**config.mk**
```make
export PLATFORM = sky130hd
export DESIGN_NAME = xhr_host_regs
export DESIGN_NICKNAME = d
export VERILOG_FILES = /design/src/rtl/xhr_pkg.sv /design/src/rtl/xhr_access_dec.sv /design/src/rtl/xhr_cfg_reg.sv /design/src/rtl/xhr_tx_latch.sv /design/src/rtl/xhr_rd_mux.sv /design/src/rtl/xhr_host_regs.sv
export SDC_FILE = /design/constraint.sdc
export NUM_CORES = 1
export LEC_CHECK = 0
export ABC_AREA = 1
export BUFFER_PORTS_ARGS = -buffer_cell sky130_fd_sc_hd__buf_2
export CORE_MARGIN = 2
export CORE_UTILIZATION = 42
export CTS_CLUSTER_SIZE = 30
export DETAILED_ROUTE_END_ITERATION = 8
export GPL_TIMING_DRIVEN = 0
export PLACE_DENSITY = 0.8
export SYNTH_ARGS = -nofsm -noshare
export SYNTH_HDL_FRONTEND = slang
export SYNTH_SLANG_ARGS = --single-unit
```
**constraint.sdc**
```tcl
create_clock -name clk_i -period 1.4 [get_ports clk_i]
set_clock_uncertainty 0.05 [all_clocks]
set_input_delay 0.07 -clock clk_i [delete_from_list [all_inputs] [get_ports clk_i]]
set_output_delay 0.07 -clock clk_i [all_outputs]
set_load 0.02 [all_outputs]
```
**src/rtl/xhr_pkg.sv**
```systemverilog
package xhr_pkg;
  typedef enum logic [1:0] {
    ACC_NONE   = 2'd0,
    ACC_CFG_WR = 2'd1,
    ACC_TX_WR  = 2'd2,
    ACC_RD     = 2'd3
  } acc_e;
endpackage

```
**src/rtl/xhr_access_dec.sv**
```systemverilog
module xhr_access_dec
  import xhr_pkg::*;
(
  input  logic clk_i,
  input  logic rst_ni,
  input  logic strobe_i,
  input  logic rd_i,
  input  logic sel_cfg_i,
  output acc_e acc_o,
  output logic oe_o
);
  logic stb_q;

  always_ff @(posedge clk_i or negedge rst_ni) begin
    if (!rst_ni) stb_q <= 1'b0;
    else         stb_q <= strobe_i;
  end

  // one action per strobe rising edge
  always_comb begin
    acc_o = ACC_NONE;
    if (strobe_i && !stb_q) begin
      if (rd_i)           acc_o = ACC_RD;
      else if (sel_cfg_i) acc_o = ACC_CFG_WR;
      else                acc_o = ACC_TX_WR;
    end
  end

  assign oe_o = strobe_i & rd_i;
endmodule

```
**src/rtl/xhr_cfg_reg.sv**
```systemverilog
module xhr_cfg_reg
  import xhr_pkg::*;
#(
  parameter int DATA_W = 16,
  parameter int CFG_W  = 6
) (
  input  logic              clk_i,
  input  logic              rst_ni,
  input  acc_e              acc_i,
  input  logic [DATA_W-1:0] data_i,
  output logic [CFG_W-1:0]  cfg_o
);
  always_ff @(posedge clk_i or negedge rst_ni) begin
    if (!rst_ni)                  cfg_o <= '0;
    else if (acc_i == ACC_CFG_WR) cfg_o <= data_i[CFG_W-1:0];
  end
endmodule

```
**src/rtl/xhr_tx_latch.sv**
```systemverilog
module xhr_tx_latch
  import xhr_pkg::*;
#(
  parameter int DATA_W = 16
) (
  input  logic              clk_i,
  input  logic              rst_ni,
  input  acc_e              acc_i,
  input  logic [DATA_W-1:0] data_i,
  input  logic              bus_eff_i,
  input  logic              sync_eff_i,
  output logic              req_o,
  output logic [DATA_W-1:0] word_o,
  output logic              bus_o,
  output logic              sync_o
);
  logic launch;
  assign launch = (acc_i == ACC_TX_WR);

  always_ff @(posedge clk_i or negedge rst_ni) begin
    if (!rst_ni) begin
      req_o  <= 1'b0;
      word_o <= '0;
      bus_o  <= 1'b0;
      sync_o <= 1'b0;
    end else begin
      req_o <= launch;
      if (launch) begin
        word_o <= data_i;
        bus_o  <= bus_eff_i;
        sync_o <= sync_eff_i;
      end
    end
  end
endmodule

```
**src/rtl/xhr_rd_mux.sv**
```systemverilog
module xhr_rd_mux #(
  parameter int DATA_W = 16,
  parameter int CFG_W  = 6
) (
  input  logic              sel_cfg_i,
  input  logic              bus_eff_i,
  input  logic [CFG_W-1:0]  cfg_i,
  input  logic              rxa_flag_i,
  input  logic              rxb_flag_i,
  input  logic              err_flag_i,
  input  logic [DATA_W-1:0] rxa_word_i,
  input  logic              rxa_sync_i,
  input  logic [DATA_W-1:0] rxb_word_i,
  input  logic              rxb_sync_i,
  output logic [DATA_W-1:0] data_o,
  output logic              sync_o
);
  localparam int STAT_W = 3;
  localparam int PAD_W  = DATA_W - CFG_W - STAT_W;

  logic [DATA_W-1:0] status_word;

  generate
    if (PAD_W > 0) begin : g_pad
      assign status_word = {{PAD_W{1'b0}}, err_flag_i, rxb_flag_i, rxa_flag_i, cfg_i};
    end else begin : g_nopad
      assign status_word = {err_flag_i, rxb_flag_i, rxa_flag_i, cfg_i};
    end
  endgenerate

  always_comb begin
    if (sel_cfg_i) begin
      data_o = status_word;
      sync_o = 1'b0;
    end else if (bus_eff_i) begin
      data_o = rxb_word_i;
      sync_o = rxb_sync_i;
    end else begin
      data_o = rxa_word_i;
      sync_o = rxa_sync_i;
    end
  end
endmodule

```
**src/rtl/xhr_host_regs.sv**
```systemverilog
module xhr_host_regs
  import xhr_pkg::*;
#(
  parameter int DATA_W   = 16,
  parameter int CFG_W    = 6,
  parameter int BUS_BIT  = 5,
  parameter int SYNC_BIT = 4
) (
  input  logic              clk_i,
  input  logic              rst_ni,
  input  logic              strobe_i,
  input  logic              rd_i,
  input  logic              sel_cfg_i,
  input  logic              chan_pin_i,
  input  logic              sync_pin_i,
  input  logic [DATA_W-1:0] data_i,
  output logic [DATA_W-1:0] data_o,
  output logic              sync_o,
  output logic              bus_oe_o,
  input  logic [DATA_W-1:0] rxa_word_i,
  input  logic              rxa_sync_i,
  input  logic [DATA_W-1:0] rxb_word_i,
  input  logic              rxb_sync_i,
  input  logic              rxa_flag_i,
  input  logic              rxb_flag_i,
  input  logic              err_flag_i,
  output logic              tx_req_o,
  output logic [DATA_W-1:0] tx_word_o,
  output logic              tx_bus_o,
  output logic              tx_sync_o
);
  acc_e             acc;
  logic [CFG_W-1:0] cfg_q;
  logic             bus_eff;
  logic             sync_eff;

  xhr_access_dec i_dec (
    .clk_i, .rst_ni, .strobe_i, .rd_i, .sel_cfg_i,
    .acc_o(acc), .oe_o(bus_oe_o)
  );

  xhr_cfg_reg #(.DATA_W(DATA_W), .CFG_W(CFG_W)) i_cfg (
    .clk_i, .rst_ni, .acc_i(acc), .data_i, .cfg_o(cfg_q)
  );

  // software bit OR hardware pin
  assign bus_eff  = cfg_q[BUS_BIT]  | chan_pin_i;
  assign sync_eff = cfg_q[SYNC_BIT] | sync_pin_i;

  xhr_tx_latch #(.DATA_W(DATA_W)) i_tx (
    .clk_i, .rst_ni, .acc_i(acc), .data_i,
    .bus_eff_i(bus_eff), .sync_eff_i(sync_eff),
    .req_o(tx_req_o), .word_o(tx_word_o), .bus_o(tx_bus_o), .sync_o(tx_sync_o)
  );

  xhr_rd_mux #(.DATA_W(DATA_W), .CFG_W(CFG_W)) i_rd (
    .sel_cfg_i, .bus_eff_i(bus_eff), .cfg_i(cfg_q),
    .rxa_flag_i, .rxb_flag_i, .err_flag_i,
    .rxa_word_i, .rxa_sync_i, .rxb_word_i, .rxb_sync_i,
    .data_o, .sync_o
  );
endmodule

```
==> reports/qor.yml <==
synth:
  synth_area_per_cell_um2: 7.13
  synth_xor_area_frac: 0
  yosys.area_share.simple: 0.421
  synth_nets: 267
  ys_async_sr_fraction: 1.00
  synth_top_family_by_area: "simple AND/OR/NAND/NOR gates"
  synthAdderAreaFrac: 0
  syn_area_mm2: 0.00148
  ys_types: 15
  synth_edf_count: 0
  ys_seq_area_frac: 0.441
  muxShareOfSynthArea: 0
  synth-main-ff-cell: "dfrtp_1"
  synth.yosys.warnings: 0
  ys_ff_latch: 26
  syn_inst: 207
  synth_compound_area_frac: 0.0322
sta:
  hold_viol_final: 0
  whs_ns: 0.0602
  rsz0062_at_grt: "yes"
  max_slew.worst_pin.slew_ns: 0.553
  setup_tns_ns: -2.27
  max_clock_freq_mhz: 647
  slew_viol_final: 0
  worst_slack_ns: -0.147
  setup_viol: 17
  relSlewSlack: 0.631
  post-route-period-util: 1.10
  post-route-min-period_ns: 1.55
clocking:
  root_buffer: "clkbuf_4"
  cts_tree: "yes"
  clock-sinks: 26
  numCtsBuffers: 3
  h-tree-depth: 1
  clk_pin_slew_ns: 0.13
  insertion_delay_ns: 0.31
  cts_max_path_buffers: 2
pwr:
  swShare: 0.376
  leakage_nw: 1.47
  p_int_mw: 1.42
  vdd_drop_max_mv: 0.744
  power.share.sequential: 0.426
  clkPwrFrac: 0.134
  switchingPower_mw: 0.857
  p_per_area_mw_per_mm2: 930
  comb_power_share: 0.441
place:
  dpl.hpwl_mm: 2.91
  gp_congestion: 0.749
  portBuffers: 96
  place_ws_ns: 0.0362
  place_area_mm2: 0.00201
  dp.cells: 349
critical_path:
  criticalPathCategory: "reg -> out"
  cp_cell_sequence: "nor2_4 > buf_6 > o21ai_2 > nor2_1 > buf_4"
  cp_slowest_cell: "dfrtp_2"
  arrival_ns: 1.43
  crit_fanout: 5
  start_kind: "flop"
  critPathCaptureType: "primary output"
  r2r_cells: 4
  crit_required_ns: 1.28
  max_stage_delay_ns: 0.47
worst_hold_path:
  hp-class: "in -> reg"
  hold_path_depth: 4
global_route:
  grt_use_total: 0.223
  grt_pass1_vias: 1682
  grt_max_degree: 27
  antenna_found_initial: 0
  grt_remaining_overflow: 0
  grt_pass1_wl_mm: 7.36
die:
  start_util: 0.439
  die-area_mm2: 0.00401
  core_area_mm2: 0.00336
  io_pins: 97
  rows: 21
  die_x_um: 63.3
  dieHeight_um: 63.3
finish:
  layout-drive-gt1-share: 0.435
  design_area_mm2: 0.00245
  layout_commonest_cell: "buf_2"
  final_cell_mix: "buf_2 (81), nand2_1 (74), nand3_1 (29)"
  area_delta_synth_final_pct: 65.9
  finalNonFillerCells: 377
  diodes: 0
  fin_nets: 393
route:
  routed-via-count: 1753
  first_iter_violations: 52
  vias_per_cell: 4.65
  wl_mm: 4.42
  ant_nets: 0
  drc: 0
  routedWlPerCell_um: 11.7
  drt-pass1-iter-count: 4
status:
  violations: "setup timing"
  status: "finished with violations"
job:
  cap_viol_max_count: 0
## final timing paths
path / start / endpoint / slack, ns
worst max-delay path: i_cfg.cfg_o[5] / sync_o / -0.15
worst min-delay path: sel_cfg_i / i_tx.word_o[7] / 0.06
worst max register to register: i_dec.stb_q / i_tx.word_o[14] / 0.18
worst min register to register: i_tx.word_o[5] / i_tx.word_o[5] / 0.43
max in group asynchronous: rst_ni / i_cfg.cfg_o[5] / 0.70
min in group asynchronous: rst_ni / i_tx.word_o[5] / 0.21
## logic make-up (layout without fill, tap and decap cells)
logic type,count (synthesis),after routing
simple gates,140,140
flops,26,26
buf+inv,32,156
compound gates,9,9
## worst max-delay path: cells and delay by family (launching register included)
family | cells | cell delay (ns)
flip-flops | 1 | 0.47
AND/OR/NAND/NOR | 2 | 0.30
buffers and inverters | 2 | 0.30
AO/OA/AOI/OAI | 1 | 0.05
## Yosys cell counts (2+ instances only)
cell      n  area (µm²)
nand2_1  85         319
nand3_1  32         160
dfrtp_1  26         651
inv_1    23        86.3
nor2_1   16        60.1
o21ai_0   8        40.0
buf_2     3        15.0
buf_6     3        33.8
nor2_4    3        33.8
buf_4     2        15.0
nand2_4   2        22.5
## what timing repair did
item / in CTS / in global routing
pin swaps: 16 / 19
endpoints found under the hold margin: 50 / 0
hold buffers: 19 / 0
setup endpoints to repair: 17 / 17
setup buffers: 5 / 0
cloned: 1 / 0
gates resized for setup: 43 / 24
## stage by stage
stage / power, mW / util
6_report: 2.28 / 0.728
5_1_grt: 2.44 / 0.728
4_1_cts: 2.24 / 0.711
3_5_place_dp: 1.77 / 0.599
3_3_place_gp: 1.76 / 0.599
2_1_floorplan: 1.46 / -
## flip-flops by register name, summed over array words and instances, names as in the netlist
register,flops
i_cfg.cfg_o,6
i_tx.req_o,1
i_tx.bus_o,1
i_tx.sync_o,1
i_tx.word_o,16
i_dec.stb_q,1
## final cells by class
class,instances,area (µm²)
timing repair buffer,121,815
multi-input combinational,149,741
clock buffer,3,22.5
tap,46,57.6
sequential,26,652
inverter,24,92.6
fill,293,913
buffer,8,70.1
## layer usage
layer	vias up	wire (µm)	global-route usage	share of wire
met2	75	2220	0.412	0.50
met5	-	0	0	0
met1	788	1800	0.271	0.41
met3	5	365	0.0464	0.083
met4	0	29	0.0380	0.0066
li1	885	-	-	-
## power groups by stage
stage | Clock [mW] | Combinational, mW | Sequential [mW]
3_5_place_dp | 0 | 0.800 | 0.975
4_1_cts | 0.312 | 0.962 | 0.967
2_1_floorplan | 0 | 0.358 | 1.10
6_report | 0.305 | 1.00 | 0.969
3_3_place_gp | 0 | 0.786 | 0.974
5_1_grt | 0.347 | 1.10 | 0.989
Power figures use the tool's default switching activity.
